<file path="config.mk">
export PLATFORM = sky130hd
export DESIGN_NAME = ctxsv_top
export DESIGN_NICKNAME = d
export VERILOG_FILES = /design/src/rtl/ctxsv_pkg.sv /design/src/rtl/ctxsv_sync.sv /design/src/rtl/ctxsv_sizer.sv /design/src/rtl/ctxsv_fmtchk.sv /design/src/rtl/ctxsv_top.sv
export SDC_FILE = /design/constraint.sdc
export NUM_CORES = 1
export LEC_CHECK = 0
export BUFFER_PORTS_ARGS = -buffer_cell sky130_fd_sc_hd__buf_2
export CORE_UTILIZATION = 40
export DETAILED_ROUTE_END_ITERATION = 12
export MAX_ROUTING_LAYER = met4
export PLACE_DENSITY = 0.82
export SLEW_MARGIN = 20
export SYNTH_ARGS = -nofsm -noshare
export SYNTH_HDL_FRONTEND = slang
export SYNTH_SLANG_ARGS = --single-unit
</file>
<file path="constraint.sdc">
create_clock -name clk -period 3.39 [get_ports clk]
set_clock_uncertainty 0.05 [all_clocks]
set_input_delay 0.339 -clock clk [delete_from_list [all_inputs] [get_ports clk]]
set_output_delay 0.339 -clock clk [all_outputs]
set_load 0.01 [all_outputs]
</file>
<file path="src/rtl/ctxsv_pkg.sv">
package ctxsv_pkg;
  localparam int WORD_W = 32;

  typedef enum logic [1:0] {K_NULL, K_IDLE, K_FULL} kind_e;

  // format word: version, bytes following the format word, zero low half
  function automatic logic [WORD_W-1:0] fmt_word(input logic [7:0] ver, input int words);
    return {ver, 8'((words - 1) * 4), 16'h0000};
  endfunction
endpackage

</file>
<file path="src/rtl/ctxsv_sync.sv">
module ctxsv_sync #(
  parameter int STAGES = 2
) (
  input  logic clk,
  input  logic rst_n,
  input  logic d,
  output logic q
);
  logic [STAGES-1:0] sh;

  always_ff @(posedge clk or negedge rst_n) begin
    if (!rst_n) sh <= '0;
    else        sh <= {sh[STAGES-2:0], d};
  end

  assign q = sh[STAGES-1];
endmodule

</file>
<file path="src/rtl/ctxsv_sizer.sv">
module ctxsv_sizer
  import ctxsv_pkg::*;
#(
  parameter int FULL_WORDS = 46,
  parameter int CNT_W      = 16
) (
  input  logic             null_st,
  input  logic             eu_busy,
  input  logic [CNT_W-1:0] eu_remaining,
  output kind_e            kind,
  output logic             must_wait
);
  always_comb begin
    must_wait = 1'b0;
    if (null_st)      kind = K_NULL;
    else if (!eu_busy) kind = K_IDLE;
    else if (eu_remaining < CNT_W'(FULL_WORDS)) begin
      kind      = K_IDLE;
      must_wait = 1'b1;
    end else          kind = K_FULL;
  end
endmodule

</file>
<file path="src/rtl/ctxsv_fmtchk.sv">
module ctxsv_fmtchk
  import ctxsv_pkg::*;
#(
  parameter logic [7:0] VERSION    = 8'h1F,
  parameter int         IDLE_WORDS = 7,
  parameter int         FULL_WORDS = 46
) (
  input  logic [WORD_W-1:0] word,
  output logic              ok,
  output kind_e             kind
);
  localparam logic [7:0] L_IDLE = 8'((IDLE_WORDS - 1) * 4);
  localparam logic [7:0] L_FULL = 8'((FULL_WORDS - 1) * 4);

  logic [7:0] len;
  logic       hdr_ok;

  assign len    = word[23:16];
  assign hdr_ok = (word[31:24] == VERSION) && (word[15:0] == 16'h0000);

  always_comb begin
    ok   = hdr_ok;
    kind = K_NULL;
    if (len == L_IDLE)      kind = K_IDLE;
    else if (len == L_FULL) kind = K_FULL;
    else if (len != 8'h00)  ok = 1'b0;
  end
endmodule

</file>
<file path="src/rtl/ctxsv_top.sv">
module ctxsv_top
  import ctxsv_pkg::*;
#(
  parameter int         IDLE_WORDS = 7,
  parameter int         FULL_WORDS = 46,
  parameter int         CNT_W      = 16,
  parameter logic [7:0] VERSION    = 8'h1F,
  localparam int        AW         = $clog2(FULL_WORDS)
) (
  input  logic              clk,
  input  logic              rst_n,
  input  logic              save_req,
  output logic              save_ack,
  input  logic              rest_req,
  output logic              rest_ack,
  input  logic              op_start,
  input  logic              eu_busy,
  input  logic [CNT_W-1:0]  eu_remaining,
  output logic              eu_halt,
  output logic              eu_resume,
  output logic [AW-1:0]     ctx_addr,
  input  logic [31:0]       ctx_rdata,
  output logic [31:0]       ctx_wdata,
  output logic              ctx_we,
  output logic              out_valid,
  input  logic              out_ready,
  output logic [31:0]       out_data,
  input  logic              in_valid,
  output logic              in_ready,
  input  logic [31:0]       in_data,
  output logic              proto_err
);
  typedef enum logic [2:0] {S_IDLE, S_WAIT, S_SEND, S_RECV, S_ACK} st_e;

  localparam logic [AW-1:0] LAST_IDLE = AW'(IDLE_WORDS - 1);
  localparam logic [AW-1:0] LAST_FULL = AW'(FULL_WORDS - 1);

  st_e           st;
  kind_e         kind, sz_kind, fc_kind;
  logic [AW-1:0] idx, last_idx;
  logic          null_st, is_save, sz_wait, fc_ok;
  logic          save_s, rest_s, save_q, rest_q, save_rise, rest_rise;
  logic          out_beat, in_beat;

  ctxsv_sync #(.STAGES(2)) u_sync_save (.clk(clk), .rst_n(rst_n), .d(save_req), .q(save_s));
  ctxsv_sync #(.STAGES(2)) u_sync_rest (.clk(clk), .rst_n(rst_n), .d(rest_req), .q(rest_s));

  ctxsv_sizer #(.FULL_WORDS(FULL_WORDS), .CNT_W(CNT_W)) u_sizer (
    .null_st(null_st), .eu_busy(eu_busy), .eu_remaining(eu_remaining),
    .kind(sz_kind), .must_wait(sz_wait));

  ctxsv_fmtchk #(.VERSION(VERSION), .IDLE_WORDS(IDLE_WORDS), .FULL_WORDS(FULL_WORDS)) u_fmt (
    .word(in_data), .ok(fc_ok), .kind(fc_kind));

  assign save_rise = save_s & ~save_q;
  assign rest_rise = rest_s & ~rest_q;
  assign out_beat  = out_valid & out_ready;
  assign in_beat   = in_valid & in_ready;

  always_comb begin
    case (kind)
      K_IDLE:  last_idx = LAST_IDLE;
      K_FULL:  last_idx = LAST_FULL;
      default: last_idx = '0;
    endcase
  end

  always_ff @(posedge clk or negedge rst_n) begin
    if (!rst_n) begin
      st        <= S_IDLE;
      kind      <= K_NULL;
      idx       <= '0;
      null_st   <= 1'b1;
      is_save   <= 1'b0;
      proto_err <= 1'b0;
      eu_resume <= 1'b0;
      save_q    <= 1'b0;
      rest_q    <= 1'b0;
    end else begin
      save_q    <= save_s;
      rest_q    <= rest_s;
      eu_resume <= 1'b0;
      case (st)
        S_IDLE: begin
          idx <= '0;
          if (save_rise) begin
            is_save <= 1'b1;
            kind    <= sz_kind;
            st      <= sz_wait ? S_WAIT : S_SEND;
          end else if (rest_rise) begin
            is_save   <= 1'b0;
            proto_err <= 1'b0;
            st        <= S_RECV;
          end else if (op_start) begin
            null_st <= 1'b0;
          end
        end
        S_WAIT: if (!eu_busy) st <= S_SEND;
        S_SEND: if (out_beat) begin
          if (idx == last_idx) begin
            st  <= S_ACK;
            idx <= '0;
          end else idx <= idx + AW'(1);
        end
        S_RECV: if (in_beat) begin
          if (idx == '0) begin
            if (!fc_ok) begin
              proto_err <= 1'b1;
              st        <= S_ACK;
            end else if (fc_kind == K_NULL) begin
              null_st <= 1'b1;
              st      <= S_ACK;
            end else begin
              kind <= fc_kind;
              idx  <= AW'(1);
            end
          end else if (idx == last_idx) begin
            null_st   <= 1'b0;
            eu_resume <= (kind == K_FULL);
            idx       <= '0;
            st        <= S_ACK;
          end else idx <= idx + AW'(1);
        end
        S_ACK: if (is_save ? !save_s : !rest_s) st <= S_IDLE;
        default: st <= S_IDLE;
      endcase
    end
  end

  assign out_valid = (st == S_SEND);
  assign in_ready  = (st == S_RECV);
  assign save_ack  = (st == S_ACK) && is_save;
  assign rest_ack  = (st == S_ACK) && !is_save;
  assign eu_halt   = ((st == S_SEND) || (st == S_ACK)) && is_save && (kind == K_FULL);
  assign ctx_addr  = idx - AW'(1);
  assign ctx_wdata = in_data;
  assign ctx_we    = in_beat && (idx != '0);
  assign out_data  = (idx == '0)
                   ? fmt_word(VERSION, (kind == K_NULL) ? 1 : (kind == K_IDLE) ? IDLE_WORDS : FULL_WORDS)
                   : ctx_rdata;
endmodule

</file>
### Yosys cells after proc, flatten, opt, wreduce, memory -nomap -nowiden

Index checks and enable logic that the tools add are counted.

* register bits after elaboration: 21
* input bits: 88
* output and inout port bits: 78
* word-level logic and storage cells: 137

* $add $sub $neg: 3
* $lt $le $gt $ge: 1
* equality and inequality tests: 29
* muxes and demuxes: 61
* bitwise logic cells: 6
* reduce and logical (&&, ||, !) cells: 26

Operators with widths (number)
* $mux W6: 8
* $mux W32: 1
* $mux W3: 10
* $mux W1: 25
* $mux W2: 11
* $ne A2 B2 Y1 const B: 9
* $pmux W6 S3: 1
* $reduce_and A6 Y1: 3
* $eq A8 B5 Y1 const B: 2
* $logic_not A16 Y1: 1
* $lt A16 B6 Y1 const B: 1
* $pmux W3 S5: 1
* $pmux W6 S2: 1
* $sub A6 B1 Y6 const B: 2
* $ne A3 B3 Y1 const B: 3
* $eq A8 B8 Y1 const B: 1
* $ne A2 B1 Y1 const B: 4
* $reduce_and A8 Y1: 1
* $reduce_bool A8 Y1: 1
* $add A6 B1 Y6 const B: 1
* $eq A3 B2 Y1 const B: 2
* $eq A6 B6 Y1: 1
* $logic_and A1 B1 Y1: 6
* $logic_not A6 Y1: 1
* other kinds (20): 29

### Depth between registers and ports, before layout

Gate-level depths: netlist of run 1.

* word-level depth: 9
* depth in mapped cells: 8
* depth with buffers taken out: 7

### Hierarchy

A second synthesis of run 1 with hierarchy kept.

* cell total of the unflattened synthesis: 253
* area, all modules: 2093.3 sq um

Modules (own cells, without submodules)
* ctxsv_top: instances 1, cells an instance 223, area an instance 1794.2 sq um, seq. area each 426.7 sq um
* ctxsv_fmtchk: instances 1, cells an instance 17, area an instance 125.1 sq um, seq. area each 0.0 sq um
* ctxsv_sync: instances 2, cells an instance 2, area an instance 50.0 sq um, seq. area each 50.0 sq um
* ctxsv_sizer: instances 1, cells an instance 9, area an instance 73.8 sq um, seq. area each 0.0 sq um

### Least setup slack after synthesis of run 1

Ideal clock, no wire load.

* path type: register -> register
* from: register idx[0]
* to: register idx[1]
* setup time: 125 ps
* arrival time: 2251 ps
* required time: 3215 ps
* path slack: 965 ps
* cell stages (with the launch flop): 9
* path buffers: 1
* period minus slack after synthesis: 2425 ps
* cells stage by stage: dfrtp_1 > inv_1 > ha_1 > or3b_2 > nor3_1 > a211o_1 > buf_6 > nor2_2 > mux2_2

* word-level cells in the longest chain between the ends: 5
* elaborated cells between the ends (all ways): 11
* classes of those cells: 1 x add/sub; 3 x eq/ne; 5 x mux; 2 x reduce/logical

RTL lines
* from (decl): line ctxsv_top.sv:40 `logic [AW-1:0] idx, last_idx;`
* from (signal assigned): line ctxsv_top.sv:103 `end else idx <= idx + AW'(1);`
* from (signal assigned): line ctxsv_top.sv:122 `end else idx <= idx + AW'(1);`
* $add A6 B1 Y6 or $eq A6 B6 Y1 (tied branches)
* $mux W6: line ctxsv_top.sv:100, ctxsv_top.sv:117
* $mux W6: line ctxsv_top.sv:106 `if (idx == '0) begin`
* $mux W6: line ctxsv_top.sv:105 `S_RECV: if (in_beat) begin`
* $pmux W6 S3: line ctxsv_top.sv:83 `case (st)`

Parallel ways exist; a longest one is shown, timed or not. The select of a mux whose other input is x is not followed.
A chain may end at the register's enable or synchronous reset.

### Final worst setup path of run 1

* from: register kind[0]
* to: register idx[4]

* word-level cells in the longest chain between the ends: 7
* elaborated cells between the ends (all ways): 9
* classes of those cells: 3 x eq/ne; 6 x mux

RTL lines
* from (decl): line ctxsv_top.sv:39 `kind_e kind, sz_kind, fc_kind;`
* from (signal assigned): line ctxsv_top.sv:88 `kind <= sz_kind;`
* from (signal assigned): line ctxsv_top.sv:114 `kind <= fc_kind;`
* $eq A2 B2 Y1 or $eq A2 B1 Y1 (tied branches): line ctxsv_top.sv:61 `case (kind)`
* $pmux W6 S2 *: line ctxsv_top.sv:61
* $eq A6 B6 Y1 *: line ctxsv_top.sv:100, ctxsv_top.sv:117
* $mux W6 *: line ctxsv_top.sv:100, ctxsv_top.sv:117
* $mux W6: line ctxsv_top.sv:106
* $mux W6: line ctxsv_top.sv:105
* $pmux W6 S3 *: line ctxsv_top.sv:83

Every way passes the cells marked *; elsewhere a longest branch is shown, timed or not. The select of a mux whose other input is x is not followed.

==> summary.txt, run 1 <==
Setup path
  • R2r worst-path depth: 7
  • CP Class: flop to flop
  • Worst r2r src: kind[0]$_DFFE_PN0P_
  • Crit path arrival time: roughly 2.8 ns
  • Worst EP required: approximately 3.5 ns
  • Worst setup EP type: flop
  • Critical Path, Cell by Cell: inv_1 -> ha_1 -> or4_4 -> a2111oi_4 -> a211o_1 -> a2bb2oi_1 -> o41ai_1
  • Worst reg2reg setup slack: 0.72 ns
  • Critical path depth: 7
  • Largest delay share family, worst path: compound AO/OA/AOI/OAI gates
  • RR Endpoint: idx[4]$_DFFE_PN0P_
  • Critical path's largest stage delay: ~0.54 ns
  • Crit Path Max Fanout: 10
  • Slowest-stage cell, CP: or4_4
  • Crit path buf inv count: 1
  • Startpoint types: flop

Clocking
  • Clock-pin slew of the registers on the worst-case setup and hold paths: approximately 0.08 ns
  • CTS tree: done
  • H-tree depth: 1
  • Clock Tree Buf Depth: 2
  • Post-CTS sizing: 0
  • Clk sinks: 21
  • Worst-Skew Late Latency: 0.26 ns
  • Cts bufs inserted: 3
  • Root buf cell: clkbuf_8

Timing
  • Final Max Tran Viols: 0
  • Final Critical Period: between 2 and 3 ns
  • Final setup vio count: 0
  • Final hold slack: around 0.12 ns
  • Setup ws final: slightly above 0.7 ns
  • Worst rel slew slack: approximately 54%
  • Setup TNS: 0 ns
  • Final hold vios: 0
  • Least-Margin Pin Slew: slightly below 0.7 ns
  • Max Freq: 375 MHz
  • Period utilization: 78.6%
  • RSZ-0062 raised after global routing: no

Die
  • Core Area: 4820 sq um
  • I/O pins: approximately 170
  • # rows: 25
  • Die X-Extent: around 73 microns
  • Die area: roughly 5400 sq um
  • Initial core utilization: 42.1%
  • Die Height: approximately 73 microns

Placed design
  • Placed cell areas: between 2000 and 3000 sq um
  • PortBufs: around 160
  • Post-DP HPWL: around 4900 microns
  • Post-Place Setup Slack: between 0.7 and 0.8 ns
  • Placed cells: 434
  • GP Congestion: 0.857

Route
  • DR top layer: met4
  • Starting DRC count in detailed routing: 85
  • Via count: between 2,000 and 2,500
  • Metal3 WL: 301 microns
  • Detailed Route WL: 5970 microns
  • WL per Instance: approximately 14 microns
  • DRT met1 WL: 2640 microns
  • Antenna-violating nets left: 0
  • Drt first pass iters: 4
  • DR DRC count: 0
  • Met2 WL: slightly below 3000 microns
  • Via/cell ratio: between 5 and 6

Global route
  • First-pass GRT wire length: about 8700 microns
  • Initial antenna violation count: 0
  • Largest net degree at the start of global routing: 38
  • Congestion Overflow GR: 0
  • All-Layer GR Usage: a little over a fifth
  • Vias in the first global route: between 1,500 and 2,000

Synthesis
  • Compound-Gate Fraction of Synth Area: between 10% and 20%
  • Post-Synth Simple-Gate Area: 30.0%
  • Largest family of logic cells by synthesized area: simple AND/OR/NAND/NOR gates
  • Area share of fa/ha/maj cells after synthesis: 4.32%
  • Post-synthesis xor/xnor area fraction: 3.45%
  • Syn_nets: between 300 and 400
  • Post-synthesis mux area share: 2.03%
  • Async S/R FF share, synth: 100%
  • #FFs+latches synth: 21
  • Most used DFF post-synth: dfrtp_1
  • Cell variety after synth: 54
  • Syn Inst Count: about 250
  • Yosys warnings: 0
  • Average size of a mapped cell: a little over 8 sq um
  • Post-synthesis sequential area ratio: between 20% and 30%
  • Netlist area before placement: between 2000 and 2500 sq um
  • Post-synth EDFFs: 0

Worst hold path
  • Worst Hold Path EP: u_sync_rest.sh[0]$_DFF_PN0_
  • Hold WC Path Type: primary input to flop
  • Hold Startpoint: rest_req
  • Hold Path Cell Cnt: 1

Power
  • Pwr Density: between 700 and 800 nW/um^2
  • Worst IR Drop VDD: 456 uV
  • Leakage power: roughly 1.4 nW
  • Pwr Total: around 1.9 mW

Job
  • Max Cap Viol: 0

Layout
  • Nets: approximately 470
  • Fin area: ~2700 sq um
  • Final Util: 55.7%
  • Layout cell share with drive strength beyond 1: approximately 48%
  • Area Overhead vs Synth: 32.3%
  • Fin cells: 439
  • Diode count: 0

Status
  • Status: complete, no violations
## placed cells by master (no fill, tap or decap), types with 2 or more instances in the layout
cell,instances
ha_1,7
a21oi_1,6
o31ai_1,3
nor3_1,11
and4b_1,2
nand3_1,4
a22oi_1,2
o21ai_0,7
dfrtp_1,20
nor4b_1,4
a211oi_1,2
nor2_1,9
nand2_1,21
inv_1,9
a21o_1,2
clkbuf_8,3
and3_1,3
nand2b_1,10
and2_1,22
buf_2,164
mux2i_1,3
o41ai_1,3
xor2_1,5
buf_4,2
o2111ai_1,2
xnor2_1,3
nand4_1,3
nor4_1,8
a2bb2oi_1,5
a31oi_1,3
## routing by layer
metal,vias up,global-route usage (%)
li1,1097,-
met2,90,36.2
met4,0,6.10
met5,-,-
met1,1009,28.5
met3,7,1.66
## synthesized netlist by cell type, types with 2 or more instances
cell type	instances	area [sq um]
mux2i_1	3	30.0
a22oi_1	2	15.0
nand3_1	4	20.0
inv_1	9	33.8
xnor2_1	3	26.3
xor2_1	5	43.8
nor4b_1	4	35.0
a2bb2oi_1	5	43.8
and2_1	22	138
a21oi_1	6	30.0
ha_1	7	87.6
and3_1	3	18.8
and4b_1	2	20.0
o2111ai_1	2	17.5
dfrtp_1	20	500
o21ai_0	7	35.0
o31ai_1	3	22.5
buf_6	3	33.8
nor3_1	11	55.1
a211oi_1	2	15.0
nor4_1	8	50.1
a21o_1	2	15.0
buf_4	34	255
nand2_1	21	78.8
nand2b_1	10	62.6
clkbuf_1	6	22.5
nand4_1	3	18.8
nor2_1	9	33.8
o41ai_1	3	26.3
a31oi_1	3	18.8
## report_power, final
| group | total, mW | internal, mW | leakage (nW) | switching, mW |
|---|---|---|---|---|
| logic | 1.31 | 0.582 | 1.16 | 0.726 |
| registers | 0.413 | 0.307 | 0.261 | 0.106 |
| clock network | 0.168 | 0.0821 | 0.0255 | 0.0861 |
| total | 1.89 | 0.971 | 1.45 | 0.919 |
## cell type report
class	instances	area (sq um)
tap	67	83.8
clock buffer	3	41.3
sequential	21	527
timing repair buffer	167	846
clock inverter	1	5.00
fill	482	2130
inverter	9	33.8
multi-input combinational	171	1150
## state kept, by name, indices dropped and copies added (netlist names), 2 cells and up
register,cells
idx,6
u_sync_rest.sh,2
st,3
kind,2
u_sync_save.sh,2
## timing repair
action,in CTS,in global routing
setup buffers,0,0
hold endpoints to repair,20,0
hold buffers,1,0
## cells by family after synthesis
logic type               Yosys count
AO/OA/AOI/OAI                     45
buffers and inverters             54
adder cells (fa/ha/maj)            7
multiplexers                       4
flip-flops                        21
XOR/XNOR                           8
AND/OR/NAND/NOR                  107
## worst max-delay path by stage
stage / from / endpoint / slack [ns]
final: kind[0]$_DFFE_PN0P_ / idx[4]$_DFFE_PN0P_ / 0.72
after CTS: idx[0]$_DFFE_PN0P_ / out_data[19] / 0.75
after floorplan: idx[0]$_DFFE_PN0P_ / idx[1]$_DFFE_PN0P_ / 0.96
after global routing: kind[0]$_DFFE_PN0P_ / idx[5]$_DFFE_PN0P_ / 0.56
after detailed placement: kind[0]$_DFFE_PN0P_ / st[1]$_DFFE_PN0P_ / 0.76
after global placement: kind[0]$_DFFE_PN0P_ / st[1]$_DFFE_PN0P_ / 0.82
(Power assumes the default switching activity.)
==> inputs of run 2 (changes only) <==
--- a/config.mk
+++ b/config.mk
@@ -6,10 +6,10 @@
 export NUM_CORES = 1
 export LEC_CHECK = 0
 export BUFFER_PORTS_ARGS = -buffer_cell sky130_fd_sc_hd__buf_2
-export CORE_UTILIZATION = 40
+export CORE_UTILIZATION = 36
 export DETAILED_ROUTE_END_ITERATION = 12
 export MAX_ROUTING_LAYER = met4
-export PLACE_DENSITY = 0.82
+export PLACE_DENSITY = 0.78
 export SLEW_MARGIN = 20
 export SYNTH_ARGS = -nofsm -noshare
 export SYNTH_HDL_FRONTEND = slang
==> constraint.sdc (replaced) <==
create_clock -name clk -period 2.4 [get_ports clk]
set_clock_uncertainty 0.05 [all_clocks]
set_input_delay 0.24 -clock clk [delete_from_list [all_inputs] [get_ports clk]]
set_output_delay 0.24 -clock clk [all_outputs]
set_load 0.01 [all_outputs]
==> summary.txt, run 2 (synthesized netlist as in run 1, its figures left out) <==
Worst hold path
  • Hold Startpoint: u_sync_save.sh[0]$_DFF_PN0_ (was rest_req)
  • Hold WC Path Type: flop to flop (was primary input to flop)
  • Hold Path Cell Cnt: 0 (was 1)
  • Worst Hold Path EP: u_sync_save.sh[1]$_DFF_PN0_ (was u_sync_rest.sh[0]$_DFF_PN0_)

Layout
  • Fin area: 2860 sq um (was 2690 sq um)
  • Diode count: 0 (unchanged)
  • Area Overhead vs Synth: 40.7% (was 32.3%)
  • Layout fillers: 518 (was 482)
  • Layout cell share with drive strength beyond 1: 51.2% (was 47.6%)
  • Final Util: 54.2% (was 55.7%)
  • Most frequent cells in the layout: buf_2, and2_1, nand2_1 (unchanged)
  • Most flops, register: idx (unchanged)
  • Largest regs: idx: 6 flops, st: 3 flops (unchanged)
  • Nets: 483 (was 468)
  • Max reg flops: 6 (unchanged)
  • Commonest non-fill, non-tap cell in the layout: buf_2 (unchanged)

Timing
  • Final hold vios: 0 (unchanged)
  • Setup TNS: 0 ns (unchanged)
  • Final Critical Period: around 2.2 ns
  • Worst rel slew slack: 67.1% (was 53.9%)
  • Final setup vio count: 0 (unchanged)
  • Least-Margin Pin Slew: 0.493 ns (was 0.681 ns)
  • Max Freq: 444 MHz
  • Final Max Tran Viols: 0 (unchanged)
  • Final hold slack: 0.302 ns (was 0.123 ns)
  • RSZ-0062 raised after global routing: no (unchanged)
  • Period utilization: between 90% and 100%

Route
  • Drt first pass iters: 4 (unchanged)
  • Antenna-violating nets left: 0 (unchanged)
  • Via/cell ratio: 5.08 (was 5.02)
  • DR DRC count: 0 (unchanged)
  • Detailed Route WL: 6450 microns (was 5970 microns)
  • WL per Instance: 14.1 microns (was 13.6 microns)
  • Starting DRC count in detailed routing: 100 (was 85)
  • Via count: 2,323 (was 2,203)

Power
  • Worst IR Drop VDD: 558 uV (was 456 uV)
  • Leakage power: 1.52 nW (was 1.45 nW)
  • Pwr Density: 1020 nW/um^2 (was 704 nW/um^2)

Clocking
  • CTS tree: done (unchanged)
  • Clk sinks: 21 (unchanged)
  • Clock-pin slew of the registers on the worst-case setup and hold paths: 0.08 ns (about the same)
  • Clock Tree Buf Depth: 2 (unchanged)
  • Cts bufs inserted: 3 (unchanged)
  • Worst-Skew Late Latency: 0.27 ns (was 0.26 ns)
  • Root buf cell: clkbuf_8 (unchanged)
  • H-tree depth: 1 (unchanged)

Die
  • # rows: 26 (was 25)
  • Die area: 5940 sq um (was 5360 sq um)
  • Initial core utilization: 38.5% (was 42.1%)
  • Die X-Extent: 77.1 microns (was 73.2 microns)
  • Core Area: 5270 sq um (was 4820 sq um)
  • Die Height: 77.1 microns (was 73.2 microns)
  • I/O pins: 166 (unchanged)

Setup path
  • CP Class: flop to output pin (was flop to flop)
  • Worst reg2reg setup slack: 0.16 ns (was 0.72 ns)
  • Worst setup EP type: output pin (was flop)
  • Worst EP required: 2.11 ns (was 3.47 ns)
  • Critical path origin: idx[0]$_DFFE_PN0P_ (was kind[0]$_DFFE_PN0P_)
  • Crit path arrival time: 1.96 ns (was 2.75 ns)
  • Crit Path Max Fanout: 5 (was 10)
  • RR Endpoint: st[0]$_DFFE_PN0P_ (was idx[4]$_DFFE_PN0P_)
  • Startpoint types: flop (unchanged)
  • R2r worst-path depth: 8 (was 7)
  • Worst r2r src: kind[0]$_DFFE_PN0P_ (unchanged)

Placed design
  • Post-DP HPWL: 5270 microns (was 4910 microns)
  • Placed cell areas: 2730 sq um (was 2630 sq um)
  • GP Congestion: 0.892 (was 0.857)
  • PortBufs: 164 (unchanged)

Global route
  • First-pass GRT wire length: 10,000 microns (was 8670 microns)
  • All-Layer GR Usage: 21.8% (about the same)
  • Initial antenna violation count: 0 (unchanged)
  • Largest net degree at the start of global routing: 34 (was 38)
  • Vias in the first global route: 2,121 (was 1,852)
  • Congestion Overflow GR: 0 (unchanged)

Status
  • Status: complete, no violations (unchanged)

Job
  • Max Cap Viol: 0 (unchanged)
-- run 2: routing by layer --
layer | wire (microns) | GRT usage, %
met3 | 472 | 3.57
met2 | 3350 | 39.6
met4 | 115 | 7.55
met5 | 0 | -
met1 | 2510 | 23.8
-- run 2: stage by stage --
step / total power [mW] / setup slack [ns] / instances
global placement: 2.51 / 0.0308 / 449
global route: 3.16 / 0.00215 / 457
CTS: 2.83 / 0.0318 / 454
finish: 2.91 / 0.150 / 457
detailed placement: 2.56 / -0.0462 / 449
floorplan: 1.84 / 0.0513 / 246
-- run 2: worst max-delay path, stage by stage (launching register included) --
cell and delay (ns):
dfrtp_1 0.42, inv_1 0.12, ha_1 0.18, or3b_4 0.42
nor3_4 0.15, buf_4 0.16, nand2_1 0.06, nand2_1 0.06
buf_2 0.13
-- run 2: what timing repair did --
action	in CTS	in global routing
endpoints found under the setup margin	6	9
pin swaps	0	2
endpoints found under the hold margin	20	2
setup buffers	0	1
resized for setup	1	10
hold buffers	1	2
-- run 2: area by class of cell --
| cell class | instances | area (sq um) | area share [%] |
|---|---|---|---|
| Multi-Input combinational cell | 171 | 1190 | 41.8 |
| Timing Repair Buffer | 182 | 963 | 33.7 |
| Sequential cell | 21 | 527 | 18.4 |
| Tap cell | 70 | 87.6 | 3.07 |
| Clock buffer | 3 | 41.3 | 1.45 |
| Inverter | 9 | 33.8 | 1.18 |
| Clock inverter | 1 | 7.51 | 0.263 |
-- run 2: worst max-delay path by stage --
stage / end / slack [ns]
6_report: out_data[19] / 0.15
3_5_place_dp: st[1]$_DFFE_PN0P_ / -0.05
4_1_cts: idx[5]$_DFFE_PN0P_ / 0.03
3_3_place_gp: st[1]$_DFFE_PN0P_ / 0.03
2_1_floorplan: idx[1]$_DFFE_PN0P_ / 0.05
5_1_grt: st[0]$_DFFE_PN0P_ / 0.002
-- run 2: report_power, final --
part	switching [mW]	internal (mW)	total, mW
registers	0.132	0.434	0.566
clock network	0.131	0.118	0.249
logic	1.12	0.973	2.10
total	1.39	1.52	2.91
==> inputs of run 3 (changes only) <==
--- a/config.mk
+++ b/config.mk
@@ -8,6 +8,7 @@
 export BUFFER_PORTS_ARGS = -buffer_cell sky130_fd_sc_hd__buf_2
 export CORE_UTILIZATION = 36
 export DETAILED_ROUTE_END_ITERATION = 12
+export GPL_TIMING_DRIVEN = 0
 export MAX_ROUTING_LAYER = met4
 export PLACE_DENSITY = 0.78
 export SLEW_MARGIN = 20
==> summary.txt, run 3 (synthesized netlist as in run 1, its figures left out) <==
Status
  • Status: complete, no violations (unchanged)

Clocking
  • Worst-Skew Late Latency: 0.27 ns (about the same)
  • Clock Tree Buf Depth: 2 (unchanged)
  • CTS tree: done (unchanged)
  • Cts bufs inserted: 3 (unchanged)
  • Root buf cell: clkbuf_8 (unchanged)
  • H-tree depth: 1 (unchanged)
  • Clock-pin slew of the registers on the worst-case setup and hold paths: 0.09 ns (was 0.08 ns)
  • Clk sinks: 21 (unchanged)

Power
  • Pwr Total: 3.21 mW (was 2.91 mW)
  • Pwr Density: 997 nW/um^2 (was 1020 nW/um^2)
  • Worst IR Drop VDD: 733 uV (was 558 uV)
  • Leakage power: 1.71 nW (was 1.52 nW)

Layout
  • Largest regs: idx: 6 flops, st: 3 flops (unchanged)
  • Commonest non-fill, non-tap cell in the layout: buf_2 (unchanged)
  • Fin area: 3220 sq um (was 2860 sq um)
  • Most flops, register: idx (unchanged)
  • Most frequent cells in the layout: buf_2, buf_4, and2_1 (was buf_2, and2_1, nand2_1)
  • Layout cell share with drive strength beyond 1: 57.0% (was 51.2%)
  • Max reg flops: 6 (unchanged)
  • Diode count: 0 (unchanged)
  • Nets: 526 (was 483)
  • Fin cells: 500 (was 457)
  • Final Util: 61.1% (was 54.2%)
  • Area Overhead vs Synth: 58.6% (was 40.7%)

Placed design
  • Placed cell areas: 2940 sq um (was 2730 sq um)
  • Post-DP HPWL: 5290 microns (was 5270 microns)
  • GP Congestion: 0.842 (was 0.892)
  • Placed cells: 480 (was 449)
  • PortBufs: 164 (unchanged)

Timing
  • RSZ-0062 raised after global routing: yes (was no)
  • Max Freq: 425 MHz (was 444 MHz)
  • Final hold slack: 0.0151 ns (was 0.302 ns)
  • Period utilization: 97.9% (was 93.7%)
  • Final Max Tran Viols: 0 (unchanged)
  • Final Critical Period: 2.35 ns (was 2.25 ns)
  • Final setup vio count: 0 (unchanged)
  • Worst rel slew slack: 50.8% (was 67.1%)
  • Least-Margin Pin Slew: 0.728 ns (was 0.493 ns)
  • Final hold vios: 0 (unchanged)

Setup path
  • Crit path arrival time: 2.44 ns (was 1.96 ns)
  • Crit Path Max Fanout: 6 (was 5)
  • Worst r2r src: idx[0]$_DFFE_PN0P_ (was kind[0]$_DFFE_PN0P_)
  • Worst EP required: 2.49 ns (was 2.11 ns)
  • Worst setup path end: idx[4]$_DFFE_PN0P_ (was out_data[19])
  • Critical path origin: idx[0]$_DFFE_PN0P_ (unchanged)
  • CP Class: flop to flop (was flop to output pin)
  • RR Endpoint: idx[4]$_DFFE_PN0P_ (was st[0]$_DFFE_PN0P_)
  • Worst setup EP type: flop (was output pin)
  • Startpoint types: flop (unchanged)
  • R2r worst-path depth: 7 (was 8)
  • Worst reg2reg setup slack: 0.05 ns (was 0.16 ns)

Route
  • Drt first pass iters: 4 (unchanged)
  • WL per Instance: 13.6 microns (was 14.1 microns)
  • Via count: 2,445 (was 2,323)
  • Antenna-violating nets left: 0 (unchanged)
  • DR DRC count: 0 (unchanged)
  • Detailed Route WL: 6780 microns (was 6450 microns)
  • Starting DRC count in detailed routing: 107 (was 100)
  • Via/cell ratio: 4.89 (was 5.08)

Global route
  • Initial antenna violation count: 0 (unchanged)
  • First-pass GRT wire length: 10,100 microns (was 10,000 microns)
  • Congestion Overflow GR: 0 (unchanged)
  • Vias in the first global route: 2,158 (was 2,121)
  • All-Layer GR Usage: 21.3% (was 21.8%)
  • Largest net degree at the start of global routing: 22 (was 34)

Worst hold path
  • Hold WC Path Type: primary input to flop (was flop to flop)

Die
  • Core Area: 5270 sq um (unchanged)
  • Initial core utilization: 38.5% (unchanged)
  • Die Height: 77.1 microns (unchanged)
  • Die X-Extent: 77.1 microns (unchanged)
  • I/O pins: 166 (unchanged)
  • # rows: 26 (unchanged)
  • Die area: 5940 sq um (unchanged)

Job
  • Max Cap Viol: 0 (unchanged)
-- run 3: worst max-delay path, cell delays in order, from the launching register on --
cell	delay, ns
dfrtp_2	0.43
buf_6	0.13
or4_4	0.54
a2111oi_4	0.47
a211o_1	0.18
buf_6	0.13
a2bb2oi_1	0.20
o41ai_1	0.11
-- run 3: what timing repair did --
| action | 4_1_cts | 5_1_grt |
|---|---|---|
| gates resized for setup | 5 | 20 |
| endpoints found under the setup margin | 13 | 38 |
| endpoints found under the hold margin | 20 | 0 |
| hold buffers | 1 | 0 |
| pin swaps | 3 | 8 |
| setup buffers | 3 | 12 |
-- run 3: where the power goes --
| group | internal, mW | switching (mW) |
|---|---|---|
| Combinational | 1.17 | 1.28 |
| Clock | 0.118 | 0.136 |
| Sequential | 0.437 | 0.0703 |
-- run 3: layout make-up --
class / instances / area (sq um)
plain buffers: 45 / 320
clock buffers: 3 / 41.3
clock inverters: 1 / 7.51
fillers: 502 / 2050
inverters: 9 / 33.8
multi-input cells: 171 / 1250
flip-flops and latches: 21 / 529
well taps: 70 / 87.6
repair buffers: 180 / 951
-- run 3: worst min path at each step --
stage	startpoint	to	depth (start not counted)
after detailed placement	rst_n	idx[2]$_DFFE_PN0P_	1
after global routing	rest_req	u_sync_rest.sh[0]$_DFF_PN0_	1
after global placement	rst_n	idx[2]$_DFFE_PN0P_	1
after CTS	save_req	u_sync_save.sh[0]$_DFF_PN0_	1
after floorplan	rst_n	eu_resume$_DFF_PN0_	0
final	rest_req	u_sync_rest.sh[0]$_DFF_PN0_	1
-- run 3: per-layer routing --
metal / vias up / track usage [%] / share of wire [%]
li1: 1212 / - / -
met1: 1132 / 24.1 / 41
met2: 90 / 38.6 / 51
met3: 11 / 3.45 / 6.4
met4: 0 / 5.47 / 1.5
met5: - / - / 0
-- run 3: through the flow --
step,setup slack [ns],setup TNS (ns)
6_report,0.0494,0
5_1_grt,-0.0249,-0.0436
4_1_cts,0.00439,0
3_5_place_dp,-0.158,-0.935
3_3_place_gp,-0.118,-0.637
2_1_floorplan,0.0513,0
